### src/rtl/chirq_pkg.sv
package chirq_pkg;
  localparam int NCH       = 2;
  localparam int NQ        = 2;
  localparam int DW        = 32;
  localparam int AW        = 3;
  localparam int ERR_N     = 8;
  localparam int CH_STRIDE = 12;
  localparam int B_QREP    = 4;
  localparam int B_RSTDONE = 24;
  localparam int B_HALTACK = 25;
  localparam int B_NACK    = 27;

  typedef enum logic [AW-1:0] {
    A_STAT = 3'd0,
    A_MASK = 3'd1,
    A_CLR  = 3'd2,
    A_GCLR = 3'd3,
    A_HALT = 3'd4,
    A_RST  = 3'd5
  } reg_addr_e;

  // bit offset inside a channel slice for non-nack error k
  function automatic int err_pos(input int k);
    if (k < 2)      return k + 1;
    else if (k < 5) return k + 3;
    else            return k + 4;
  endfunction

  function automatic logic [DW-1:0] chan_rst_mask(input int c);
    return (c == 0) ? 32'h0000_03F1 : 32'h0003_F001;
  endfunction
endpackage

### src/rtl/chirq_status_bank.sv
module chirq_status_bank #(
  parameter int DW = 32
) (
  input  logic          clk_i,
  input  logic          rst_ni,
  input  logic [DW-1:0] set_i,
  input  logic [DW-1:0] clr_i,
  input  logic [DW-1:0] mask_i,
  input  logic          gclr_i,
  output logic [DW-1:0] status_o,
  output logic          irq_o
);
  logic [DW-1:0] status_q;
  logic          irq_q;

  always_ff @(posedge clk_i or negedge rst_ni) begin
    if (!rst_ni) begin
      status_q <= '0;
      irq_q    <= 1'b0;
    end else begin
      status_q <= (status_q & ~clr_i) | set_i;  // event beats clear
      irq_q    <= gclr_i ? 1'b0 : |(status_q & mask_i);
    end
  end

  assign status_o = status_q;
  assign irq_o    = irq_q;

  assert_sticky_R2: assert property (@(posedge clk_i) disable iff (!rst_ni)
    1'b1 |=> ((status_q & $past(set_i)) == $past(set_i)));
  assert_clear_R4: assert property (@(posedge clk_i) disable iff (!rst_ni)
    ((clr_i & ~set_i) != '0) |=> ((status_q & $past(clr_i & ~set_i)) == '0));
  assert_irq_R5: assert property (@(posedge clk_i) disable iff (!rst_ni)
    (!gclr_i && ((status_q & mask_i) != '0)) |=> irq_q);
  assert_gclr_R6: assert property (@(posedge clk_i) disable iff (!rst_ni)
    gclr_i |=> !irq_q);
endmodule

### src/rtl/chirq_halt_unit.sv
module chirq_halt_unit #(
  parameter int NCH = 2
) (
  input  logic           clk_i,
  input  logic           rst_ni,
  input  logic [NCH-1:0] req_i,
  input  logic [NCH-1:0] rel_i,
  output logic [NCH-1:0] halt_o,
  output logic [NCH-1:0] ack_o
);
  logic [NCH-1:0] halt_q, halt_d;

  always_ff @(posedge clk_i or negedge rst_ni) begin
    if (!rst_ni) begin
      halt_q <= '0;
      halt_d <= '0;
    end else begin
      halt_q <= (halt_q & ~rel_i) | req_i;
      halt_d <= halt_q;
    end
  end

  assign halt_o = halt_q;
  assign ack_o  = halt_q & ~halt_d;

  for (genvar c = 0; c < NCH; c++) begin : g_chk
    assert_halt_hold_R7: assert property (@(posedge clk_i) disable iff (!rst_ni)
      (halt_q[c] && !rel_i[c]) |=> halt_q[c]);
    assert_halt_req_R7: assert property (@(posedge clk_i) disable iff (!rst_ni)
      req_i[c] |=> halt_q[c]);
  end
endmodule

### src/rtl/chirq_reset_seq.sv
module chirq_reset_seq
  import chirq_pkg::*;
#(
  parameter int LAT = 4
) (
  input  logic           clk_i,
  input  logic           rst_ni,
  input  logic           cmd_we_i,
  input  logic [DW-1:0]  cmd_i,
  output logic [NCH-1:0] busy_o,
  output logic [NCH-1:0] rel_o,
  output logic           done_o
);
  localparam int CW = $clog2(LAT + 1);

  logic [NCH-1:0] sel;
  logic [NCH-1:0] chans_q;
  logic [CW-1:0]  cnt_q;
  logic           hit;

  for (genvar c = 0; c < NCH; c++) begin : g_sel
    assign sel[c] = (cmd_i & chan_rst_mask(c)) == chan_rst_mask(c);
  end

  assign hit    = cmd_we_i && (|sel);
  assign done_o = (cnt_q == CW'(1)) && !hit;
  assign rel_o  = chans_q & {NCH{done_o}};
  assign busy_o = chans_q;

  always_ff @(posedge clk_i or negedge rst_ni) begin
    if (!rst_ni) begin
      cnt_q   <= '0;
      chans_q <= '0;
    end else if (hit) begin
      cnt_q   <= CW'(LAT);
      chans_q <= chans_q | sel;
    end else if (cnt_q != '0) begin
      cnt_q <= cnt_q - CW'(1);
      if (cnt_q == CW'(1)) chans_q <= '0;
    end
  end

  assert_done_R8: assert property (@(posedge clk_i) disable iff (!rst_ni)
    done_o |=> (busy_o == '0));
  assert_ignore_R9: assert property (@(posedge clk_i) disable iff (!rst_ni)
    (cmd_we_i && (sel == '0) && (cnt_q == '0)) |=> (busy_o == '0) && (cnt_q == '0));
endmodule

### src/rtl/chirq_top.sv
module chirq_top
  import chirq_pkg::*;
#(
  parameter int RST_LAT = 4
) (
  input  logic                 clk_i,
  input  logic                 rst_ni,
  input  logic                 reg_we_i,
  input  logic [AW-1:0]        reg_addr_i,
  input  logic [DW-1:0]        reg_wdata_i,
  output logic [DW-1:0]        reg_rdata_o,
  input  logic [NCH-1:0]       rd_done_i,
  input  logic [NCH*NQ-1:0]    q_report_i,
  input  logic [NCH*NQ-1:0]    nack_i,
  input  logic [NCH*ERR_N-1:0] bus_err_i,
  output logic                 irq_o,
  output logic [NCH-1:0]       halt_o,
  output logic [NCH-1:0]       chan_rst_o
);
  logic [DW-1:0]  mask_q, set_v, clr_v, status;
  logic           gclr;
  logic [NCH-1:0] halt_req, halt_ack, halt_rel;
  logic           rst_done;

  assign clr_v    = (reg_we_i && reg_addr_i == A_CLR) ? reg_wdata_i : '0;
  assign gclr     = reg_we_i && reg_addr_i == A_GCLR && reg_wdata_i[0];
  assign halt_req = (reg_we_i && reg_addr_i == A_HALT) ? reg_wdata_i[NCH-1:0] : '0;

  always_ff @(posedge clk_i or negedge rst_ni) begin
    if (!rst_ni) mask_q <= '0;
    else if (reg_we_i && reg_addr_i == A_MASK) mask_q <= reg_wdata_i;
  end

  always_comb begin
    set_v = '0;
    for (int c = 0; c < NCH; c++) begin
      set_v[c*CH_STRIDE] = rd_done_i[c];
      for (int q = 0; q < NQ; q++) begin
        set_v[c*CH_STRIDE + B_QREP*(q+1)] = q_report_i[c*NQ+q];
        set_v[B_NACK + c*NQ + q]          = nack_i[c*NQ+q];
      end
      for (int k = 0; k < ERR_N; k++)
        set_v[c*CH_STRIDE + err_pos(k)] = bus_err_i[c*ERR_N+k];
      set_v[B_HALTACK + c] = halt_ack[c];
    end
    set_v[B_RSTDONE] = rst_done;
  end

  chirq_status_bank #(.DW(DW)) u_bank (
    .clk_i, .rst_ni,
    .set_i(set_v), .clr_i(clr_v), .mask_i(mask_q), .gclr_i(gclr),
    .status_o(status), .irq_o(irq_o)
  );

  chirq_halt_unit #(.NCH(NCH)) u_halt (
    .clk_i, .rst_ni,
    .req_i(halt_req), .rel_i(halt_rel), .halt_o(halt_o), .ack_o(halt_ack)
  );

  chirq_reset_seq #(.LAT(RST_LAT)) u_rst (
    .clk_i, .rst_ni,
    .cmd_we_i(reg_we_i && reg_addr_i == A_RST), .cmd_i(reg_wdata_i),
    .busy_o(chan_rst_o), .rel_o(halt_rel), .done_o(rst_done)
  );

  always_comb begin
    case (reg_addr_i)
      A_STAT:  reg_rdata_o = status;
      A_MASK:  reg_rdata_o = mask_q;
      A_HALT:  reg_rdata_o = DW'(halt_o);
      default: reg_rdata_o = '0;
    endcase
  end

  for (genvar c = 0; c < NCH; c++) begin : g_top_chk
    assert_halt_ack_R7: assert property (@(posedge clk_i) disable iff (!rst_ni)
      halt_ack[c] |=> status[B_HALTACK + c]);
    assert_halt_release_R8: assert property (@(posedge clk_i) disable iff (!rst_ni)
      (halt_rel[c] && !halt_req[c]) |=> !halt_o[c]);
  end
  assert_rst_done_R8: assert property (@(posedge clk_i) disable iff (!rst_ni)
    rst_done |=> status[B_RSTDONE]);
  assert_reset_state_R1: assert property (@(posedge clk_i)
    !rst_ni |-> (status == '0) && !irq_o && (halt_o == '0) && (chan_rst_o == '0));
endmodule

### config.mk
export PLATFORM = sky130hd
export DESIGN_NAME = chirq_top
export DESIGN_NICKNAME = d
export VERILOG_FILES = /design/src/rtl/chirq_pkg.sv /design/src/rtl/chirq_status_bank.sv /design/src/rtl/chirq_halt_unit.sv /design/src/rtl/chirq_reset_seq.sv /design/src/rtl/chirq_top.sv
export SDC_FILE = /design/constraint.sdc
export NUM_CORES = 1
export LEC_CHECK = 0
export BUFFER_PORTS_ARGS = -buffer_cell sky130_fd_sc_hd__buf_4
export CORE_UTILIZATION = 42
export CTS_CLUSTER_DIAMETER = 100
export DETAILED_ROUTE_END_ITERATION = 12
export PLACE_DENSITY = 0.67
export SYNTH_ARGS = -nofsm -noshare
export SYNTH_HDL_FRONTEND = slang
export SYNTH_SLANG_ARGS = --single-unit
### constraint.sdc
create_clock -name clk_i -period 1.57 [get_ports clk_i]
set_input_delay 0.314 -clock clk_i [delete_from_list [all_inputs] [get_ports clk_i]]
set_output_delay 0.314 -clock clk_i [all_outputs]
set_load 0.05 [all_outputs]
==> results_dict.tcl <==
set metrics [dict create \
    outcome "complete, but fails checks" \
    violations "negative setup slack" \
    cts_root_buffer "clkbuf_8" \
    synth_seq_cells 74 \
    worst_pin_slew_ns 0.537 \
    coreArea_um2 8180 \
    place.gp.congestion 0.794 \
    cts_max_path_buffers 2 \
    synthTopCellsByArea "dfrtp_1 (52%), mux2_4 (13%), a22o_1 (7.7%)" \
    hpwl_um 6640 \
    synth_top_area_share_pct 52.3 \
    crit_path_start_kind "input pin" \
    crit_type "input pin to output pin" \
    fin_util_pct 66.6 \
    route.detailed.drc 0 \
    fin_setup_tns_ns -1.00 \
    synthToLayoutAreaGrowth_pct 53.8 \
    antenna_found_initial 0 \
    synth_cell_types 36 \
    drv_cap 0 \
    die_y_um 93.8 \
    fin_nets 484 \
    first_pass_iters 4 \
    cts.clk_slew.worst_paths_ns 0.08 \
    overflow 0 \
    dieArea_um2 8800 \
    timing.fmax_mhz 616 \
    grt_usage_pct 23.4 \
    p_per_area_nw_per_um2 1030 \
    netlist_instances 285 \
    drv_slew 0 \
    peakVddDrop_mv 0.495 \
    worst_slack_ns -0.0524 \
    vias 2849 \
    synth.most_common_cell "dfrtp_1" \
    min_period_ns 1.62 \
    grt_pass1_vias 2911 \
    post_drt_via_cell_ratio 5.41 \
    setup_viol 32 \
    cts_sinks 74 \
    place_ws_ns -0.127 \
    final-hold-violation-count 0 \
    clock-skew-final_ns 0.00523 \
    synth_common_cells "dfrtp_1 (74), nand2_1 (33), a22o_1 (31), mux2_4 (30), a21o_1 (26)" \
    multiInputGateArea_um2 1890 \
    grt_max_degree 30 \
    yosysTopAreaCell "dfrtp_1" \
    n_antenna_cell 0 \
    seq_area_um2 1850 \
    numCtsBuffers 9 \
    period_share_pct 103 \
    ioPinCount 101 \
    rows 33 \
    synth.avg_cell_area_um2 12.4 \
    synth_fp_nets 352 \
    end_kind "output pin" \
    rsz0062_at_grt "true" \
    relSlewSlack_pct 63.9 \
    clkLatencyLatePin_ns 0.35 \
    dieWidth_um 93.8 \
    post_drt_wl_per_cell_um 18.4 \
    dr.first_iter.drc_count 138 \
    io_buffers 100 \
    power_mw 5.61 \
    yosysSeqAreaShare_pct 52.3 \
    crit_path_max_fanout 7 \
    critPathArrivalTime_ns 1.31 \
    layout-drive-gt1-share_pct 53.6 \
    ctsHtreeMaxLevel 3 \
    cellLeakagePower_nw 2.45 \
    grt_pass1_wl_um 15300 \
    yosys_warnings 0 \
    ant_nets 0 \
    wl_um 9710 \
    synthFlopType "dfrtp_1" \
    hold_class "input pin to flip-flop" \
    critPathRequiredTime_ns 1.26 \
    async_flop_share_pct 100 \
    synth_edf_count 0 \
    fill_cells 613 \
    start_util_pct 43.3 \
    cts_tree "yes" \
    synth_area_um2 3540 \
]
[placed cells by master (no fill, tap or decap), types with 2 or more instances in the layout]
cell type and count:
a22oi_2 3, and3_1 2, buf_4 89, dfrtp_1 74, a21boi_0 3, mux2_4 30
buf_12 7, nor2_4 2, nor2_1 6, o21ai_0 2, nand2_1 33, nor2b_1 2
clkbuf_8 11, a21oi_1 4, a21o_1 26, buf_6 19, ha_1 3, mux2_2 2
a22oi_1 15, mux2i_1 3, a22o_4 30, a21oi_2 2, buf_8 18, inv_1 4
nand3_1 2, nand4_1 8, clkinv_2 3
[state kept, by name, summed over array words and instances (netlist names)]
register,flops
mask_q,32
u_bank.status_o,32
u_rst.cnt_q,3
u_halt.halt_d,2
u_halt.halt_o,2
u_rst.busy_o,2
u_bank.irq_o,1
[stage by stage]
step                      instances  hold slack (ns)  instance area (um2)
after floorplan                 285           0.0184                 3710
after global placement          501            0.224                 4760
after detailed placement        501            0.222                 4760
after CTS                       525            0.125                 5250
after global routing            527            0.121                 5440
final                           527            0.137                 5440
[layer usage]
layer,track usage (%),share of wire [%],up-vias
met4,8.21,1.6,0
li1,-,-,1327
met3,4.21,3.7,17
met1,31.6,45,1428
met5,0,0,-
met2,37.6,50,77
[kinds of logic after synthesis]
logic type	count (synthesis)	synth area share, %
AO/OA/AOI/OAI	89	19.4
flip-flops	74	52.3
AND/OR/NAND/NOR	64	8.91
multiplexers	35	14.2
buffers and inverters	19	3.82
adder cells (fa/ha/maj)	3	1.06
XOR/XNOR	1	0.247
[timing repair]
item	4_1_cts	5_1_grt
resized for setup	50	30
pin swaps	5	4
setup endpoints to repair	32	33
gates cloned	3	1
hold buffers	1	0
hold endpoints to repair	19	0
buffers inserted	5	1
[layout make-up]
class | instances | area share [%]
repair buffers | 136 | 24.9
inverters | 4 | 0.276
well taps | 105 | 2.41
clock buffers | 11 | 2.78
flip-flops and latches | 74 | 34.0
multi-input cells | 192 | 34.6
clock inverters | 5 | 0.966
[critical path: stages]
cell and delay, ns:
buf_8 0.10, nor2b_4 0.12, and2b_4 0.22, clkbuf_16 0.18, a22o_4 0.22, buf_6 0.15
[power breakdown]
part	leakage [nW]	total, mW	switching [mW]	internal (mW)
Combinational	1.54	1.63	0.737	0.889
Sequential	0.801	2.47	0.281	2.19
Clock	0.105	1.52	0.705	0.813
[worst paths after layout]
| kind | cells after the start | endpoint | slack, ns | from |
|---|---|---|---|---|
| hold reg to reg | 1 | u_bank.status_o[25] | 0.42 | u_halt.halt_d[0] |
| setup / recovery | 6 | reg_rdata_o[16] | -0.05 | reg_addr_i[0] |
| setup reg to reg | 5 | u_bank.irq_o | 0.03 | mask_q[7] |
| min in group asynchronous | 2 | u_bank.status_o[18] | 0.39 | rst_ni |
| max in group asynchronous | 3 | u_bank.status_o[20] | 0.68 | rst_ni |
| hold / removal | 2 | u_bank.status_o[29] | 0.14 | nack_i[2] |
Note: power is estimated with default switching activity, not from simulation.
